File: config.mk
export PLATFORM = sky130hd
export DESIGN_NAME = rseq_ctrl
export DESIGN_NICKNAME = d
export VERILOG_FILES = /design/src/rtl/rseq_pkg.sv /design/src/rtl/rseq_timer.sv /design/src/rtl/rseq_fault_merge.sv /design/src/rtl/rseq_ctrl.sv
export SDC_FILE = /design/constraint.sdc
export NUM_CORES = 1
export LEC_CHECK = 0
export BUFFER_PORTS_ARGS = -buffer_cell sky130_fd_sc_hd__buf_2
export CAP_MARGIN = 20
export CORE_ASPECT_RATIO = 0.5
export CORE_MARGIN = 2
export CORE_UTILIZATION = 33
export CTS_CLUSTER_SIZE = 30
export DETAILED_ROUTE_END_ITERATION = 10
export GPL_TIMING_DRIVEN = 0
export PLACE_DENSITY = 0.61
export SYNTH_ARGS = -nofsm -noshare
export SYNTH_HDL_FRONTEND = slang
export SYNTH_SLANG_ARGS = --single-unit
File: constraint.sdc
create_clock -name clk -period 2.35 [get_ports clk]
set_input_delay 0.3525 -clock clk [delete_from_list [all_inputs] [get_ports clk]]
set_output_delay 0.3525 -clock clk [all_outputs]
set_load 0.02 [all_outputs]
File: src/rtl/rseq_pkg.sv
package rseq_pkg;
    typedef enum logic [2:0] {
        S_IDLE = 3'd0,
        S_UP   = 3'd1,
        S_ON   = 3'd2,
        S_DOWN = 3'd3,
        S_WAIT = 3'd4,
        S_FAIL = 3'd5
    } rseq_state_e;
endpackage

File: src/rtl/rseq_timer.sv
module rseq_timer #(
    parameter int W = 5
) (
    input  logic         clk,
    input  logic         rst_n,
    input  logic         load,
    input  logic [W-1:0] load_val,
    output logic         done
);
    logic [W-1:0] cnt_d, cnt_q;

    always_comb begin
        cnt_d = cnt_q;
        if (load)
            cnt_d = load_val;
        else if (cnt_q != '0)
            cnt_d = cnt_q - W'(1);
    end

    always_ff @(posedge clk or negedge rst_n) begin
        if (!rst_n) cnt_q <= '0;
        else        cnt_q <= cnt_d;
    end

    assign done = (cnt_q == '0);

    // an idle expired timer never wraps around to a large count
    assert_timer_no_wrap_R7: assert property (@(posedge clk) disable iff (!rst_n)
        (!load && cnt_q == '0) |=> (cnt_q == '0));
endmodule

File: src/rtl/rseq_fault_merge.sv
module rseq_fault_merge #(
    parameter int N = 4
) (
    input  logic         clk,
    input  logic         rst_n,
    input  logic         active,
    input  logic         vin_on,
    input  logic [N-1:0] pg,
    input  logic [N-1:0] good,
    input  logic [N-1:0] ov,
    input  logic [N-1:0] uv,
    input  logic         ov_en,
    input  logic         uv_en,
    input  logic         tmo,
    output logic         stop,
    output logic         retry
);
    logic pg_lost, ov_hit, uv_hit, retry_cause;

    always_comb begin
        pg_lost     = |(good & ~pg);
        ov_hit      = ov_en && (|ov);
        uv_hit      = uv_en && (|uv);
        retry_cause = pg_lost || ov_hit || uv_hit || tmo;
        stop        = active && (!vin_on || retry_cause);
        retry       = retry_cause;
    end

    // disabled fault classes alone never stop the sequence
    assert_masked_faults_R4: assert property (@(posedge clk) disable iff (!rst_n)
        (!ov_en && !uv_en && vin_on && !tmo && (good & ~pg) == '0) |-> !stop);
endmodule

File: src/rtl/rseq_ctrl.sv
module rseq_ctrl
    import rseq_pkg::*;
#(
    parameter int N           = 4,
    parameter int PG_TIMEOUT  = 16,
    parameter int RETRY_DELAY = 8,
    parameter int TRY_W       = 3
) (
    input  logic             clk,
    input  logic             rst_n,
    input  logic             vin_on,
    input  logic [N-1:0]     rail_pg,
    input  logic [N-1:0]     ov_flt,
    input  logic [N-1:0]     uv_flt,
    input  logic             cfg_ov_dn_en,
    input  logic             cfg_uv_dn_en,
    input  logic [TRY_W-1:0] cfg_retry_max,
    input  logic             clr_stb,
    input  logic             clr_wr,
    output logic [N-1:0]     rail_en,
    output logic             busy,
    output logic [2:0]       seq_state,
    output logic             failed
);
    localparam int IDX_W   = (N > 1) ? $clog2(N) : 1;
    localparam int TMR_MAX = (PG_TIMEOUT > RETRY_DELAY) ? PG_TIMEOUT : RETRY_DELAY;
    localparam int TMR_W   = $clog2(TMR_MAX + 1);
    localparam logic [IDX_W-1:0] LAST = IDX_W'(N - 1);

    typedef struct packed {
        rseq_state_e        st;
        logic [N-1:0]       en;
        logic [N-1:0]       good;
        logic [IDX_W-1:0]   idx;
        logic [TRY_W-1:0]   tries;
        logic               retry;
    } ctl_t;

    ctl_t r_d, r_q;

    logic             tmr_load;
    logic [TMR_W-1:0] tmr_val;
    logic             tmr_done;
    logic             err_stop, err_retry;

    rseq_timer #(.W(TMR_W)) i_timer (
        .clk      (clk),
        .rst_n    (rst_n),
        .load     (tmr_load),
        .load_val (tmr_val),
        .done     (tmr_done)
    );

    rseq_fault_merge #(.N(N)) i_faults (
        .clk    (clk),
        .rst_n  (rst_n),
        .active (r_q.st == S_UP || r_q.st == S_ON),
        .vin_on (vin_on),
        .pg     (rail_pg),
        .good   (r_q.good),
        .ov     (ov_flt),
        .uv     (uv_flt),
        .ov_en  (cfg_ov_dn_en),
        .uv_en  (cfg_uv_dn_en),
        .tmo    (r_q.st == S_UP && tmr_done),
        .stop   (err_stop),
        .retry  (err_retry)
    );

    always_comb begin
        r_d      = r_q;
        tmr_load = 1'b0;
        tmr_val  = '0;
        case (r_q.st)
            S_IDLE: begin
                if (vin_on) begin
                    r_d.st    = S_UP;
                    r_d.idx   = '0;
                    r_d.en[0] = 1'b1;
                    tmr_load  = 1'b1;
                    tmr_val   = TMR_W'(PG_TIMEOUT);
                end
            end
            S_UP: begin
                if (err_stop) begin
                    r_d.st    = S_DOWN;
                    r_d.retry = err_retry;
                end else if (rail_pg[r_q.idx]) begin
                    r_d.good[r_q.idx] = 1'b1;
                    if (r_q.idx == LAST) begin
                        r_d.st    = S_ON;
                        r_d.tries = '0;
                    end else begin
                        r_d.idx         = r_q.idx + IDX_W'(1);
                        r_d.en[r_d.idx] = 1'b1;
                        tmr_load        = 1'b1;
                        tmr_val         = TMR_W'(PG_TIMEOUT);
                    end
                end
            end
            S_ON: begin
                if (err_stop) begin
                    r_d.st    = S_DOWN;
                    r_d.retry = err_retry;
                end
            end
            S_DOWN: begin
                r_d.en[r_q.idx]   = 1'b0;
                r_d.good[r_q.idx] = 1'b0;
                if (r_q.idx == '0) begin
                    if (!r_q.retry) begin
                        r_d.st = S_IDLE;
                    end else if (r_q.tries < cfg_retry_max) begin
                        r_d.st    = S_WAIT;
                        r_d.tries = r_q.tries + TRY_W'(1);
                        tmr_load  = 1'b1;
                        tmr_val   = TMR_W'(RETRY_DELAY);
                    end else begin
                        r_d.st = S_FAIL;
                    end
                end else begin
                    r_d.idx = r_q.idx - IDX_W'(1);
                end
            end
            S_WAIT: begin
                if (tmr_done) r_d.st = S_IDLE;
            end
            S_FAIL: begin
                if (clr_stb && clr_wr) begin
                    r_d.st    = S_IDLE;
                    r_d.tries = '0;
                end
            end
            default: r_d.st = S_IDLE;
        endcase
    end

    always_ff @(posedge clk or negedge rst_n) begin
        if (!rst_n) begin
            r_q.st    <= S_IDLE;
            r_q.en    <= '0;
            r_q.good  <= '0;
            r_q.idx   <= '0;
            r_q.tries <= '0;
            r_q.retry <= 1'b0;
        end else begin
            r_q <= r_d;
        end
    end

    assign rail_en   = r_q.en;
    assign seq_state = r_q.st;
    assign failed    = (r_q.st == S_FAIL);
    assign busy      = (r_q.st == S_UP) || (r_q.st == S_DOWN) || (r_q.st == S_WAIT);

    // rail 0 only rises after the input supply was seen present
    assert_first_rail_needs_vin_R1: assert property (@(posedge clk) disable iff (!rst_n)
        $rose(rail_en[0]) |-> $past(vin_on));

    // at most one enable changes per clock
    assert_single_step_R5: assert property (@(posedge clk) disable iff (!rst_n)
        $countones(rail_en ^ $past(rail_en)) <= 1);

    // failed state keeps every rail dark
    assert_failed_dark_R8: assert property (@(posedge clk) disable iff (!rst_n)
        failed |-> (rail_en == '0));

    // without a data-carrying clear the failed state persists
    assert_clear_needs_write_R9: assert property (@(posedge clk) disable iff (!rst_n)
        (failed && !(clr_stb && clr_wr)) |=> failed);

    // retry counter never exceeds the configured limit
    assert_tries_bound_R7: assert property (@(posedge clk) disable iff (!rst_n)
        r_q.tries <= cfg_retry_max);

    for (genvar i = 1; i < N; i++) begin : g_order
        // a higher rail rises only after the rail below reported good
        assert_next_after_pg_R2: assert property (@(posedge clk) disable iff (!rst_n)
            $rose(rail_en[i]) |-> $past(rail_pg[i-1]));
        // a rail falls only once every rail above it is already off
        assert_reverse_off_R5: assert property (@(posedge clk) disable iff (!rst_n)
            $fell(rail_en[i-1]) |-> !rail_en[i]);
    end
endmodule

# Word level (Yosys, flattened, before mapping)

Cells that the tools add are included.

Latch bits: 0
Logic and storage cells: 128
ROM bits: 0
Memories kept: 0
Output and inout port bits: 9
Register bits after elaboration: 22
RAM bits: 0

Muxes and demuxes: 50
Equality and inequality tests: 20
Bitwise gates (word level): 7
$lt $le $gt $ge: 5
Div/mod/pow operators: 0
Reductions and logical operators: 34
Shift-type cells: 0
$add $sub $neg: 4
$mul: 0

Operator list:

| kind                 | number |
|---|---|
| $mux W3              | 12 |
| $mux W5              | 6 |
| $ne A2 B2 Y1 const B | 9 |
| $pmux W3 S6          | 1 |
| $mux W16             | 1 |
| $mux W4              | 4 |
| $pmux W5 S3          | 1 |
| $mux W13             | 1 |
| $and A4 B4 Y4        | 3 |
| $mux W1              | 12 |
| $reduce_or A4 Y1     | 3 |
| $pmux W3 S3          | 1 |
| $not A4 Y4           | 2 |
| $or A4 B4 Y4         | 2 |
| $pmux W4 S2          | 1 |
| $reduce_and A8 Y1    | 1 |
| $logic_and A1 B1 Y1  | 7 |
| $logic_or A1 B1 Y1   | 7 |
| $reduce_and A7 Y1    | 1 |
| $eq A3 B2 Y1 const B | 2 |
| $eq A3 B3 Y1 const B | 2 |
| $lt A2 B3 Y1 const B | 2 |
| $mux W2              | 3 |
| $ne A2 B1 Y1 const B | 3 |
| 27 further kinds     | 33 |

# Depth between registers and ports, before layout

Gate-level depths: netlist of run 1.

Word-level depth: 11
Gate-level depth with buffers: 7

# Hierarchy

Synthesis of run 1 repeated with hierarchy kept, for this count alone.

Cells, all modules: 186
Area total of the unflattened synthesis: 1720.4 sq um

Modules (own cells, without submodules):

| module           | cells each | seq. area each (sq um) | area each (sq um) | times used |
|---|---|---|---|---|
| rseq_ctrl        | 148        | 425.4                  | 1348.8            | 1 |
| rseq_timer       | 27         | 125.1                  | 279.0             | 1 |
| rseq_fault_merge | 11         | 0.0                    | 92.6              | 1 |

# Least setup slack after synthesis of run 1

Ideal clock, no wire load.

Path kind: register to register
From: register i_timer.cnt_q[0]
To: register i_timer.cnt_q[1]
Cell stages (with the launch flop): 8
Path buffers: 0
Arrival: 1.733 ns
Clock period less this slack: 1.845 ns
Setup slack: 0.505 ns
Library setup time: 0.111 ns
Cell sequence: dfrtp_1 inv_1 ha_1 nor4b_4 and2_4 nor4_1 o21a_1 a2111oi_2

Word-level cells in the longest chain between the ends: 8

RTL lines:

| what                                                 | RTL line               | RTL |
|---|---|---|
| start: declaration                                   | rseq_timer.sv:10       | `logic [W-1:0] cnt_d, cnt_q;` |
| start signal: assignment                             | rseq_timer.sv:22       | `else cnt_q <= cnt_d;` |
| $logic_not A5 Y1                                     | rseq_timer.sv:25       | `assign done = (cnt_q == '0);` |
| $logic_and A1 B1 Y1                                  | rseq_ctrl.sv:65        | `.tmo (r_q.st == S_UP && tmr_done),` |
| $logic_or A1 B1 Y1                                   | rseq_fault_merge.sv:24 | `retry_cause = pg_lost \|\| ov_hit \|\| uv_hit \|\| tmo;` |
| $logic_or A1 B1 Y1                                   | rseq_fault_merge.sv:25 | `stop = active && (!vin_on \|\| retry_cause);` |
| $logic_and A1 B1 Y1                                  | rseq_fault_merge.sv:25 |  |
| $mux W5 / $mux W1 (equally long branches)            | rseq_ctrl.sv:85        | `if (err_stop) begin` |
| $pmux W5 S3 / $pmux W1 S3 (equally long branches)    | rseq_ctrl.sv:74        | `case (r_q.st)` |
| $mux W5 / $reduce_bool A2 Y1 (equally long branches) | -                      |  |

Several ways; a longest one is shown, not always the timed one. The select of a mux whose other input is x is not followed.
A chain may end at the register's enable or synchronous reset.

# Final worst setup path of run 1

From: register r_q[4] (netlist bit)
To: register i_timer.cnt_q[4]

Word-level cells in the longest chain between the ends: 6

RTL lines:

| what                                                        | RTL line                         | RTL |
|---|---|---|
| start: declaration                                          | rseq_ctrl.sv:39                  | `ctl_t r_d, r_q;` |
| start signal: assignment                                    | rseq_ctrl.sv:147                 | `r_q <= r_d;` |
| $bmux W1 S2 / $eq A2 B2 Y1 (equally long branches)          | rseq_ctrl.sv:88, rseq_ctrl.sv:90 |  |
| $mux W1 (not written as such), or another cell as far along | rseq_ctrl.sv:88                  | `end else if (rail_pg[r_q.idx]) begin` |
| $mux W5 / $mux W1 (equally long branches)                   | rseq_ctrl.sv:88                  |  |
| $mux W5 / $mux W1 (equally long branches)                   | rseq_ctrl.sv:85                  |  |
| $pmux W5 S3 / $pmux W1 S3 (equally long branches)           | rseq_ctrl.sv:74                  |  |
| $mux W5 / $reduce_bool A2 Y1 (equally long branches)        | -                                |  |

Several ways; a longest one is shown, not always the timed one. The select of a mux whose other input is x is not followed.

==> summary.txt, run 1 <==
Pwr
  • Pwr Density: 1304 mW/mm²
  • Total power: 0.002484 W
  • Leakage: 0.8464 nW
  • IR drop worst, VDD: 0.3478 mV

Place
  • GPL Wtd Cong: 0.8251
  • Port Buffers: 30
  • Post-DP HPWL: 2843 µm
  • Worst slack, placed: 0.1361 ns
  • Dpl cell area: 0.001833 mm²

Timing
  • FMAX: 0.4459 GHz
  • Final hold violations: 0
  • Post-route setup slack: 0.1075 ns
  • Slew Limit Fails: 0
  • Fin crit share: 95.43%
  • Final clock skew: 0.004430 ns
  • Minimum clock period: 2.243 ns
  • Worst slew pin tran: 0.8056 ns
  • RSZ-0062 raised after global routing: true
  • Slew margin rel.: 45.73%
  • Final setup viols: 0

Synthesis
  • Compound-Gate Fraction of Synth Area: 19.23%
  • Adder-cell share of the synthesized area: 7.037%
  • Multiplexer share of the synthesized area: 3.362%
  • Post-synth cell types: 50
  • Ys async rst share: 100.0%
  • Post-Synth Simple-Gate Area: 25.96%
  • Post-synth top flop: dfrtp_1
  • XOR/XNOR Fraction of Synth Area: 2.737%
  • Synth Register Bits: 22
  • Count of mapped cells out of synthesis: 177
  • Register area share after synthesis: 34.40%
  • Post-synth EDFFs: 0
  • Syn Nets: 208
  • Mean post-synth cell area: 9.041 µm²
  • Main combinational cell family by area after synthesis: simple AND/OR/NAND/NOR gates
  • Post-Syn Area: 0.001600 mm²
  • Yosys warnings: 0

Outcome
  • Status: complete, no violations

Critical path
  • Max FO, Critical Path: 6
  • CP Data Required Time: 2.51 ns
  • Cell family with most CP delay: simple AND/OR/NAND/NOR gates
  • Worst setup SP type: flop
  • R2R depth: 6
  • Critical Path Sink Type: flop
  • Minimum setup slack among reg-to-reg paths: 0.11 ns
  • CP max stage delay: 0.59 ns
  • Arrival @ worst endpoint: 2.40 ns
  • CP Buf/Inv Count: 1
  • Setup CP Type: flop to flop
  • Critical path depth in cells: 6
  • Worst-path cell chain: inv_1 -> ha_1 -> o221ai_1 -> nor4_2 -> nor3_1 -> or2_1
  • Slowest stage cell, crit path: nor4_2

Route
  • # DRC: 0
  • Via count: 1384
  • Starting DRT DRC Count: 50
  • Wirelength per Cell: 13.08 µm
  • DR vias/cell: 4.996
  • Number of routed nets with antenna violations: 0
  • Final wirelength: 3624 µm
  • Router iterations before antenna repair: 5

Final layout
  • Fin util: 42.03%
  • # diodes: 0
  • Nets: 243
  • Most frequent cells in the layout: 33 x buf_2, 22 x dfrtp_1, 18 x nand2_1
  • Post-route cell area: 0.001904 mm²
  • Area grow syn2layout: 19.00%
  • Fillcell total: 461
  • Commonest non-fill, non-tap cell in the layout: buf_2
  • Share of cells above drive strength 1: 27.49%

GRT
  • Total global-route track usage: 14.03%
  • Vias in the first global route: 1304
  • Pin count of the biggest net entering global routing: 23
  • Initial antenna violation count: 0
  • Global-route wire length before repair: 5844 µm
  • Total gr overflow: 0

Floorplan
  • Core Box Area: 0.004531 mm²
  • Initial core utilization: 35.32%
  • # rows: 17
  • Die width: 102.5 µm
  • Die Ht: 53.24 µm
  • Top-Level Pins: 31
  • Total die area: 0.005456 mm²

CTS
  • CTS tree: done
  • Cts hold-fix bufs: 0
  • Total CTS buffers: 3
  • PostCTS Resize Cnt: 0
  • Clock sinks: 22
  • Clk_lat worst skew: 0.27 ns
  • Root Driver: clkbuf_8
  • Clk buf depth: 2
  • Post-CTS Setup Repair Bufs: 0
  • Htree depth: 1
  • Worst-path clk slew: 0.08 ns

Min path
  • HP Class: input pin to async pin

Job
  • Max-cap violation count: 0
-- per-stage QoR --
step	hold WS, ns	instances	setup TNS, ns
finish	0.04121	277	0
global route	0.07633	277	-0.03231
CTS	0.05861	277	0
detailed placement	0.3570	273	0
global placement	0.3601	273	0
floorplan	0.05691	177	0
-- worst register-to-register path, delay by kind of cell (launching register included) --
family | cells | cell delay (ns)
AO/OA/AOI/OAI | 1 | 0.33
AND/OR/NAND/NOR | 3 | 0.90
adder cells (fa/ha/maj) | 1 | 0.33
buffers and inverters | 1 | 0.13
flip-flops | 1 | 0.43
-- cells by family (layout without fill, tap and decap cells) --
family	after synthesis	in the layout
xor+xnor	5	5
mux	4	4
fa+ha+maj	9	9
compound gates	44	44
simple gates	70	70
buf+inv	23	57
flops	22	22
-- per-layer routing --
layer | global-route usage (%) | vias to the layer above | part of all wire (%)
met4 | 3.778 | 0 | 0.55
li1 | - | 700 | -
met5 | 0 | - | 0
met2 | 23.97 | 32 | 46
met1 | 18.44 | 650 | 49
met3 | 2.510 | 2 | 4.5
-- cell usage after synthesis (all sizes together) (2+ instances only) --
master | count | area, µm²
dfrtp | 22 | 550.5
nand2 | 19 | 73.82
nor2 | 12 | 45.04
a21oi | 11 | 55.05
buf | 11 | 71.31
inv | 10 | 37.54
ha | 9 | 112.6
o21ai | 9 | 45.04
nand2b | 8 | 50.05
a31oi | 5 | 31.28
nor3 | 5 | 25.02
nor4 | 5 | 52.55
and2 | 3 | 21.28
and3 | 3 | 18.77
nand3 | 3 | 15.01
nor3b | 3 | 27.52
o21a | 3 | 22.52
o22ai | 3 | 18.77
xnor2 | 3 | 26.28
a41oi | 2 | 17.52
clkbuf | 2 | 7.510
mux2i | 2 | 20.02
nand3b | 2 | 15.01
nor2b | 2 | 12.51
nor4b | 2 | 38.78
o211ai | 2 | 15.01
o41ai | 2 | 32.53
xor2 | 2 | 17.52
-- final timing paths --
| check | start | to |
|---|---|---|
| max | r_q[4]$_DFFE_PN0P_ | i_timer.cnt_q[4]$_DFFE_PN0P_ |
| min | rst_n | r_q[2]$_DFFE_PN0P_ |
| max reg2reg | r_q[4]$_DFFE_PN0P_ | i_timer.cnt_q[4]$_DFFE_PN0P_ |
| min reg2reg | rail_en[1]$_DFFE_PN0P_ | rail_en[1]$_DFFE_PN0P_ |
| max in group asynchronous | rst_n | async pin |
| min in group clk | vin_on | r_q[0]$_DFFE_PN0P_ |
-- power by group --
group	total [W]	switching, W	internal (W)
registers	0.000678	0.000143	0.000535
logic	0.00145	0.000839	0.000608
clock network	0.000358	0.000131	0.000228
total	0.00248	0.00111	0.00137
-- cell type report --
type	instances	area, µm²	share of cell area, %
sequential	22	550.5	28.91
multi-input combinational	132	933.4	49.01
tap	66	82.58	4.336
inverter	10	37.54	1.971
buffer	13	78.83	4.139
clock inverter	1	30.03	1.577
clock buffer	3	41.29	2.168
timing repair buffer	30	150.1	7.884
(Power assumes the default switching activity.)
==> run 2, diff against run 1 <==
--- a/config.mk
+++ b/config.mk
@@ -7,7 +7,6 @@
 export LEC_CHECK = 0
 export BUFFER_PORTS_ARGS = -buffer_cell sky130_fd_sc_hd__buf_2
-export CAP_MARGIN = 20
+export CAP_MARGIN = 15
 export CORE_ASPECT_RATIO = 0.5
-export CORE_MARGIN = 2
 export CORE_UTILIZATION = 33
 export CTS_CLUSTER_SIZE = 30
==> constraint.sdc (replaced) <==
create_clock -name clk -period 2.35 [get_ports clk]
set_input_delay 0.3525 -clock clk [delete_from_list [all_inputs] [get_ports clk]]
set_output_delay 0.3525 -clock clk [all_outputs]
set_load 0.1 [all_outputs]
==> run 2 against run 1 <==
Compared with the run above: via count grew 0.51%; die area shrank 5.6%; sequential share of layout area grew 0.25 points; largest power group unchanged; sequential power is essentially flat; flip-flop and latch count is the same; worst setup slack gained 0.057 ns; final area shrank 0.85%; clock skew grew 0.0039 ns; global-route usage grew 0.52 points; final cell count is the same; critical path depth is the same.
==> summary.txt, run 2 (same netlist as run 1, synthesis figures left out) <==
Job
  • Max-cap violation count: 0 (unchanged)

CTS
  • Clk buf depth: 2 (unchanged)
  • Htree depth: 1 (unchanged)
  • Post-CTS Setup Repair Bufs: 0 (unchanged)
  • Cts hold-fix bufs: 0 (unchanged)
  • Worst-path clk slew: 0.08 ns (about the same)
  • Clk_lat worst skew: 0.26 ns (was 0.27 ns)
  • Root Driver: clkbuf_8 (unchanged)
  • Total CTS buffers: 3 (unchanged)
  • Clock sinks: 22 (unchanged)
  • PostCTS Resize Cnt: 0 (unchanged)
  • CTS tree: done (unchanged)

Timing
  • Worst hold slack: 0.04996 ns (was 0.04121 ns)
  • Minimum clock period: 2.186 ns (was 2.243 ns)
  • RSZ-0062 raised after global routing: false (was true)
  • Slew Limit Fails: 0 (unchanged)
  • Worst slew pin tran: 0.7514 ns (was 0.8056 ns)
  • Slew margin rel.: 49.38% (was 45.73%)
  • FMAX: 0.4575 GHz (was 0.4459 GHz)
  • Final clock skew: 0.008365 ns (was 0.004430 ns)
  • Final setup viols: 0 (unchanged)
  • Final hold violations: 0 (unchanged)
  • Fin crit share: 93.00% (was 95.43%)
  • Setup_tns: 0 ns (unchanged)

Final layout
  • Nets: 243 (unchanged)
  • Fin util: 41.67% (was 42.03%)
  • Most frequent cells in the layout: 33 x buf_2, 22 x dfrtp_1, 18 x nand2_1 (unchanged)
  • # diodes: 0 (unchanged)
  • Fillcell total: 468 (was 461)
  • Commonest non-fill, non-tap cell in the layout: buf_2 (unchanged)
  • Area occupied by multi-input gates: 933.4 µm² (unchanged)
  • Register area: 550.5 µm² (unchanged)
  • Area grow syn2layout: 17.98% (was 19.00%)
  • Share of cells above drive strength 1: 27.49% (unchanged)
  • Post-route cell area: 0.001888 mm² (was 0.001904 mm²)

Critical path
  • Max FO, Critical Path: 6 (unchanged)
  • Setup CP Type: flop to flop (unchanged)
  • CP Data Required Time: 2.50 ns (was 2.51 ns)
  • Minimum setup slack among reg-to-reg paths: 0.16 ns (was 0.11 ns)
  • Worst setup SP type: flop (unchanged)
  • Critical Path Sink Type: flop (unchanged)
  • Arrival @ worst endpoint: 2.33 ns (was 2.40 ns)

Outcome
  • Status: complete, no violations (unchanged)

GRT
  • Total gr overflow: 0 (unchanged)
  • Gr busiest metal: met2 (unchanged)
  • Global-route wire length before repair: 5823 µm (was 5844 µm)
  • Met1 Usage GRT: 18.96% (was 18.44%)
  • M3 GR Usage: 3.283% (was 2.510%)
  • Total global-route track usage: 14.55% (was 14.03%)
  • Initial antenna violation count: 0 (unchanged)
  • Vias in the first global route: 1288 (was 1304)
  • GR Util met2: 25.68% (was 23.97%)
  • Pin count of the biggest net entering global routing: 23 (unchanged)

Floorplan
  • Die Ht: 51.24 µm (was 53.24 µm)
  • # rows: 17 (unchanged)
  • Total die area: 0.005149 mm² (was 0.005456 mm²)
  • Initial core utilization: 35.32% (unchanged)
  • Core Box Area: 0.004531 mm² (unchanged)
  • Die width: 100.5 µm (was 102.5 µm)
  • Top-Level Pins: 31 (unchanged)

Route
  • Number of routed nets with antenna violations: 0 (unchanged)
  • Router iterations before antenna repair: 4 (was 5)
  • Starting DRT DRC Count: 43 (was 50)
  • DR vias/cell: 5.022 (was 4.996)
  • Wirelength per Cell: 12.94 µm (was 13.08 µm)
  • Final wirelength: 3584 µm (was 3624 µm)
  • Via count: 1391 (was 1384)
  • # DRC: 0 (unchanged)

Pwr
  • Comb power frac: 65.5% (was 58.3%)
  • Pwr Density: 1459 mW/mm² (was 1304 mW/mm²)
  • Sequential power share: 24.7% (was 27.3%)
  • Switch share: 53.10% (was 44.79%)
  • IR drop worst, VDD: 0.5328 mV (was 0.3478 mV)
  • Clock power share: 9.8% (was 14.4%)
  • Leakage: 0.8394 nW (was 0.8464 nW)
  • Sw Pwr: 0.001463 W (was 0.001112 W)
  • Pint: 0.001292 W (was 0.001371 W)

Place
  • Post-DP HPWL: 2808 µm (was 2843 µm)
  • Port Buffers: 30 (unchanged)
  • Dpl cell area: 0.001833 mm² (unchanged)
  • GPL Wtd Cong: 0.7477 (was 0.8251)

Min path
  • HP Class: input pin to async pin (unchanged)
-- run 2: per-layer routing --
| metal | vias to the layer above | share of wire, % | wire length [µm] |
|---|---|---|---|
| met1 | 656 | 49 | 1749 |
| li1 | 694 | - | - |
| met2 | 39 | 47 | 1682 |
| met5 | - | 0 | 0 |
| met4 | 0 | 0.28 | 10 |
| met3 | 2 | 4.0 | 142 |
-- run 2: cell type report --
type                       instances  share of cell area [%]
buffer                            13                   4.175
clock buffer                       4                   2.916
inverter                          10                   1.988
multi-input combinational        132                   49.44
sequential                        22                   29.16
tap                               66                   4.374
timing repair buffer              30                   7.952
-- run 2: critical path, stage by stage (launching register included) --
cell	delay [ns]
dfrtp_1	0.43
inv_1	0.13
ha_1	0.31
o221ai_1	0.31
nor4_2	0.55
nor3_1	0.09
or2_1	0.23
-- run 2: stage by stage --
| stage | power [W] | setup WS, ns | std cells |
|---|---|---|---|
| CTS | 0.002769 | 0.1707 | 277 |
| detailed placement | 0.002490 | 0.2002 | 273 |
| finish | 0.002756 | 0.1644 | 277 |
| global route | 0.002966 | 0.008068 | 277 |
| floorplan | 0.002148 | 0.3809 | 177 |
| global placement | 0.002448 | 0.1663 | 273 |
-- run 2: path summary, 6_finish.rpt --
| kind | from | cells past startpoint | end |
|---|---|---|---|
| min reg2reg | rail_en[1]$_DFFE_PN0P_ | 2 | rail_en[1]$_DFFE_PN0P_ |
| min in group clk | vin_on | 3 | r_q[0]$_DFFE_PN0P_ |
| min | rst_n | 1 | rail_en[2]$_DFFE_PN0P_ |
| max | r_q[4]$_DFFE_PN0P_ | 6 | i_timer.cnt_q[4]$_DFFE_PN0P_ |
| max reg2reg | r_q[4]$_DFFE_PN0P_ | 6 | i_timer.cnt_q[4]$_DFFE_PN0P_ |
| max in group asynchronous | rst_n | 1 | seq_state[2]$_DFFE_PN0P_ |
-- run 2: power by group through the flow --
stage / registers (W) / clock network (W) / logic [W]
after CTS: 0.000680 / 0.000282 / 0.00181
after global placement: 0.000679 / 0 / 0.00177
final: 0.000681 / 0.000271 / 0.00180
after detailed placement: 0.000685 / 0 / 0.00180
after floorplan: 0.000651 / 0 / 0.00150
after global routing: 0.000705 / 0.000290 / 0.00197
==> run 3, diff against run 2 <==
- CORE_UTILIZATION: 33 -> 51
- PLACE_DENSITY: 0.61 -> not set
- PLACE_DENSITY_LB_ADDON: not set -> 0.25
- SYNTH_HIERARCHICAL: not set -> 1
==> run 3 against run 2 <==
Compared with the run above: the flow now finishes with violations (DRC, setup timing); non-clock buffer count grew 20; maximum frequency fell by 14%; die area is 30% lower; first-iteration DRC count grew to 3.6 times the previous value; critical path depth rose by 6; final area increased by 18%; sequential share of layout area is 4.4 points lower; synthesized cell count up 5.1%; global-route usage up 11 points; critical path type unchanged.
==> summary.txt, run 3 <==
Synthesis
  • Synth cell count leaders: 22 x dfrtp_1, 15 x nand2_1, 12 x a21oi_1, 12 x inv_1, 11 x buf_4 (was 22 x dfrtp_1, 18 x nand2_1, 12 x nor2_1)
  • Count leader, synth: dfrtp_1 (unchanged)
  • Post-Syn Area: 0.001720 mm² (was 0.001600 mm²)
  • Post-synth EDFFs: 0 (unchanged)
  • Multiplexer share of the synthesized area: 4.364% (was 3.362%)
  • Ys async rst share: 100.0% (unchanged)
  • Register area share after synthesis: 32.00% (was 34.40%)
  • Mean post-synth cell area: 9.249 µm² (was 9.041 µm²)
  • Post-Synth Simple-Gate Area: 18.69% (was 25.96%)
  • Compound-Gate Fraction of Synth Area: 26.62% (was 19.23%)
  • Main combinational cell family by area after synthesis: compound AO/OA/AOI/OAI gates (was simple AND/OR/NAND/NOR gates)
  • Count of mapped cells out of synthesis: 186 (was 177)
  • Post-synth cell types: 56 (was 50)
  • Synth Register Bits: 22 (unchanged)
  • Synth top area cells: dfrtp_1 32%, ha_1 6.5%, buf_4 4.8% (was dfrtp_1 34%, ha_1 7.0%, nand2_1 4.2%)
  • Adder-cell share of the synthesized area: 6.545% (was 7.037%)
  • Cell taking the most area after synthesis: dfrtp_1 (unchanged)
  • Yosys warnings: 6 (was 0)
  • XOR/XNOR Fraction of Synth Area: 2.036% (was 2.737%)
  • Top-area cell type share of the netlist area: 32.00% (was 34.40%)
  • Post-synth top flop: dfrtp_1 (unchanged)

Route
  • Router iterations before antenna repair: 8 (was 4)
  • # DRC: 10 (was 0)
  • Starting DRT DRC Count: 154 (was 43)
  • Number of routed nets with antenna violations: 0 (unchanged)
  • Final wirelength: 4488 µm (was 3584 µm)
  • Wirelength per Cell: 16.20 µm (was 12.94 µm)
  • DR vias/cell: 5.881 (was 5.022)
  • Via count: 1629 (was 1391)

Place
  • Post-DP HPWL: 2964 µm (was 2808 µm)
  • Port Buffers: 30 (unchanged)
  • GPL Wtd Cong: 0.8807 (was 0.7477)

Timing
  • Final clock skew: 0.002459 ns (was 0.008365 ns)
  • Final setup viols: 9 (was 0)
  • Slew Limit Fails: 0 (unchanged)
  • Slew margin rel.: 60.91% (was 49.38%)
  • Fin crit share: 108.1% (was 93.00%)
  • RSZ-0062 raised after global routing: true (was false)
  • Final hold violations: 0 (unchanged)
  • Minimum clock period: 2.541 ns (was 2.186 ns)
  • Post-route setup slack: -0.1914 ns (was 0.1644 ns)
  • Worst slew pin tran: 0.5788 ns (was 0.7514 ns)
  • FMAX: 0.3935 GHz (was 0.4575 GHz)
  • Worst hold slack: 0.05507 ns (was 0.04996 ns)

Critical path
  • Slowest stage cell, crit path: dfrtp_1 (was nor4_2)
  • Arrival @ worst endpoint: 2.72 ns (was 2.33 ns)
  • CP Buf/Inv Count: 2 (was 1)
  • CP Data Required Time: 2.53 ns (was 2.50 ns)
  • Worst setup SP type: flop (unchanged)
  • CP max stage delay: 0.39 ns (was 0.55 ns)
  • Cell family with most CP delay: simple AND/OR/NAND/NOR gates (unchanged)
  • Setup CP Type: flop to flop (unchanged)
  • Critical Path Sink Type: flop (unchanged)
  • Max FO, Critical Path: 5 (was 6)
  • Worst-path cell chain: inv_2 -> ha_4 -> nor4b_4 -> and3_1 -> a21oi_2 -> a41oi_2 -> nand2b_4 -> o22ai_4 -> and2_4 -> a211o_1 -> buf_8 -> o31ai_4 (was inv_1 -> ha_1 -> o221ai_1 -> nor4_2 -> nor3_1 -> or2_1)

CTS
  • CTS tree: done (unchanged)
  • Root Driver: clkbuf_8 (unchanged)
  • Cts hold-fix bufs: 0 (unchanged)
  • Clock sinks: 22 (unchanged)
  • Htree depth: 1 (unchanged)
  • Total CTS buffers: 3 (unchanged)
  • Clk buf depth: 2 (unchanged)
  • Worst-path clk slew: 0.08 ns (about the same)
  • Clk_lat worst skew: 0.27 ns (was 0.26 ns)

Floorplan
  • Die Ht: 43.07 µm (was 51.24 µm)
  • Core Box Area: 0.003100 mm² (was 0.004531 mm²)
  • # rows: 14 (was 17)
  • Initial core utilization: 55.49% (was 35.32%)
  • Total die area: 0.003624 mm² (was 0.005149 mm²)
  • Die width: 84.14 µm (was 100.5 µm)
  • Top-Level Pins: 31 (unchanged)

Min path
  • HP Class: input pin to async pin (unchanged)

Final layout
  • Nets: 270 (was 243)
  • # diodes: 0 (unchanged)
  • Most frequent cells in the layout: 31 x buf_2, 25 x buf_4, 22 x dfrtp_1 (was 33 x buf_2, 22 x dfrtp_1, 18 x nand2_1)
  • Commonest non-fill, non-tap cell in the layout: buf_2 (unchanged)
  • Area grow syn2layout: 29.24% (was 17.98%)
  • Share of cells above drive strength 1: 41.35% (was 27.49%)
  • Fillcell total: 234 (was 468)

GRT
  • Total global-route track usage: 25.76% (was 14.55%)
  • Total gr overflow: 0 (unchanged)
  • Initial antenna violation count: 0 (unchanged)
  • Vias in the first global route: 1520 (was 1288)
  • Global-route wire length before repair: 7072 µm (was 5823 µm)
  • Pin count of the biggest net entering global routing: 23 (unchanged)

Job
  • Max-cap violation count: 0 (unchanged)

Outcome
  • Failing checks: DRC, setup timing
  • Status: finished with violations (was complete, no violations)
[run 3: cell types whose count changed in the layout (fill, tap and decap cells not counted), moves of 3 or more]
| cell | delta |
|---|---|
| conb_1 | +3 |
| nor2_1 | -6 |
| buf_6 | +4 |
| inv_2 | +3 |
| buf_4 | +18 |
| nor2b_1 | +4 |
| o21ai_0 | -5 |
| nand2_1 | -4 |
[run 3: worst register-to-register path: stages (launching register included)]
cell,delay [ns]
dfrtp_1,0.39
inv_2,0.08
ha_4,0.14
nor4b_4,0.25
and3_1,0.24
a21oi_2,0.06
a41oi_2,0.20
nand2b_4,0.19
o22ai_4,0.08
and2_4,0.17
a211o_1,0.27
buf_8,0.15
o31ai_4,0.24
[run 3: worst paths after layout]
path / depth (start not counted) / from / end / slack, ns
max: 12 / i_timer/cnt_q[1]$_DFFE_PN0P_ / i_timer/cnt_q[2]$_DFFE_PN0P_ / -0.19
min: 1 / rst_n / async pin / 0.06
max reg2reg: 12 / i_timer/cnt_q[1]$_DFFE_PN0P_ / i_timer/cnt_q[2]$_DFFE_PN0P_ / -0.19
min reg2reg: 1 / rail_en[3]$_DFFE_PN0P_ / rail_en[3]$_DFFE_PN0P_ / 0.51
max in group asynchronous: 1 / rst_n / rail_en[0]$_DFFE_PN0P_ / 1.94
min in group clk: 4 / clr_wr / seq_state[2]$_DFFE_PN0P_ / 0.50
[run 3: through the flow]
step	cells	TNS [ns]	cell area, µm²	utilization (%)	setup WS (ns)
3_3_place_gp	258	-6.421	1988	64.12	-0.5765
6_report	277	-1.029	2223	71.71	-0.1914
4_1_cts	274	-0.8348	2161	69.69	-0.1545
2_1_floorplan	188	-1.769	1788	-	-0.2536
3_5_place_dp	258	-7.305	1988	64.12	-0.6201
5_1_grt	277	-2.198	2223	71.71	-0.3019
[run 3: layer usage]
layer  part of all wire (%)  vias up  GRT usage, %
met1                     44      773         33.37
li1                       -      772             -
met4                    1.4        0         7.586
met5                      0        -             0
met2                     47       76         42.95
met3                    8.5        8         6.809
[run 3: area by class of cell]
| class | instances | area (µm²) | area share, % |
|---|---|---|---|
| Multi-Input combinational cell | 137 | 1122 | 50.48 |
| Sequential cell | 22 | 550.5 | 24.76 |
| Timing Repair Buffer | 46 | 277.8 | 12.49 |
| Buffer | 17 | 136.4 | 6.134 |
| Tap cell | 40 | 50.05 | 2.251 |
| Inverter | 12 | 45.04 | 2.026 |
| Clock buffer | 3 | 41.29 | 1.857 |
[run 3: kinds of logic after synthesis]
family | Yosys count
adder cells (fa/ha/maj) | 9
AO/OA/AOI/OAI | 58
multiplexers | 6
other | 1
XOR/XNOR | 4
flip-flops | 22
AND/OR/NAND/NOR | 57
buffers and inverters | 29
[run 3: timing repair]
action                                 in CTS  in global routing
pin swaps                                   6                  7
gates cloned                                1                  0
resized for setup                           7                 12
endpoints found under the hold margin       0                  0
buffers inserted                           12                  6
setup endpoints to repair                  19                 14
Power of run 3 is left out: the tool's default activity adds up to more than one toggle a clock period on the data nets, which glitch-free logic cannot reach.
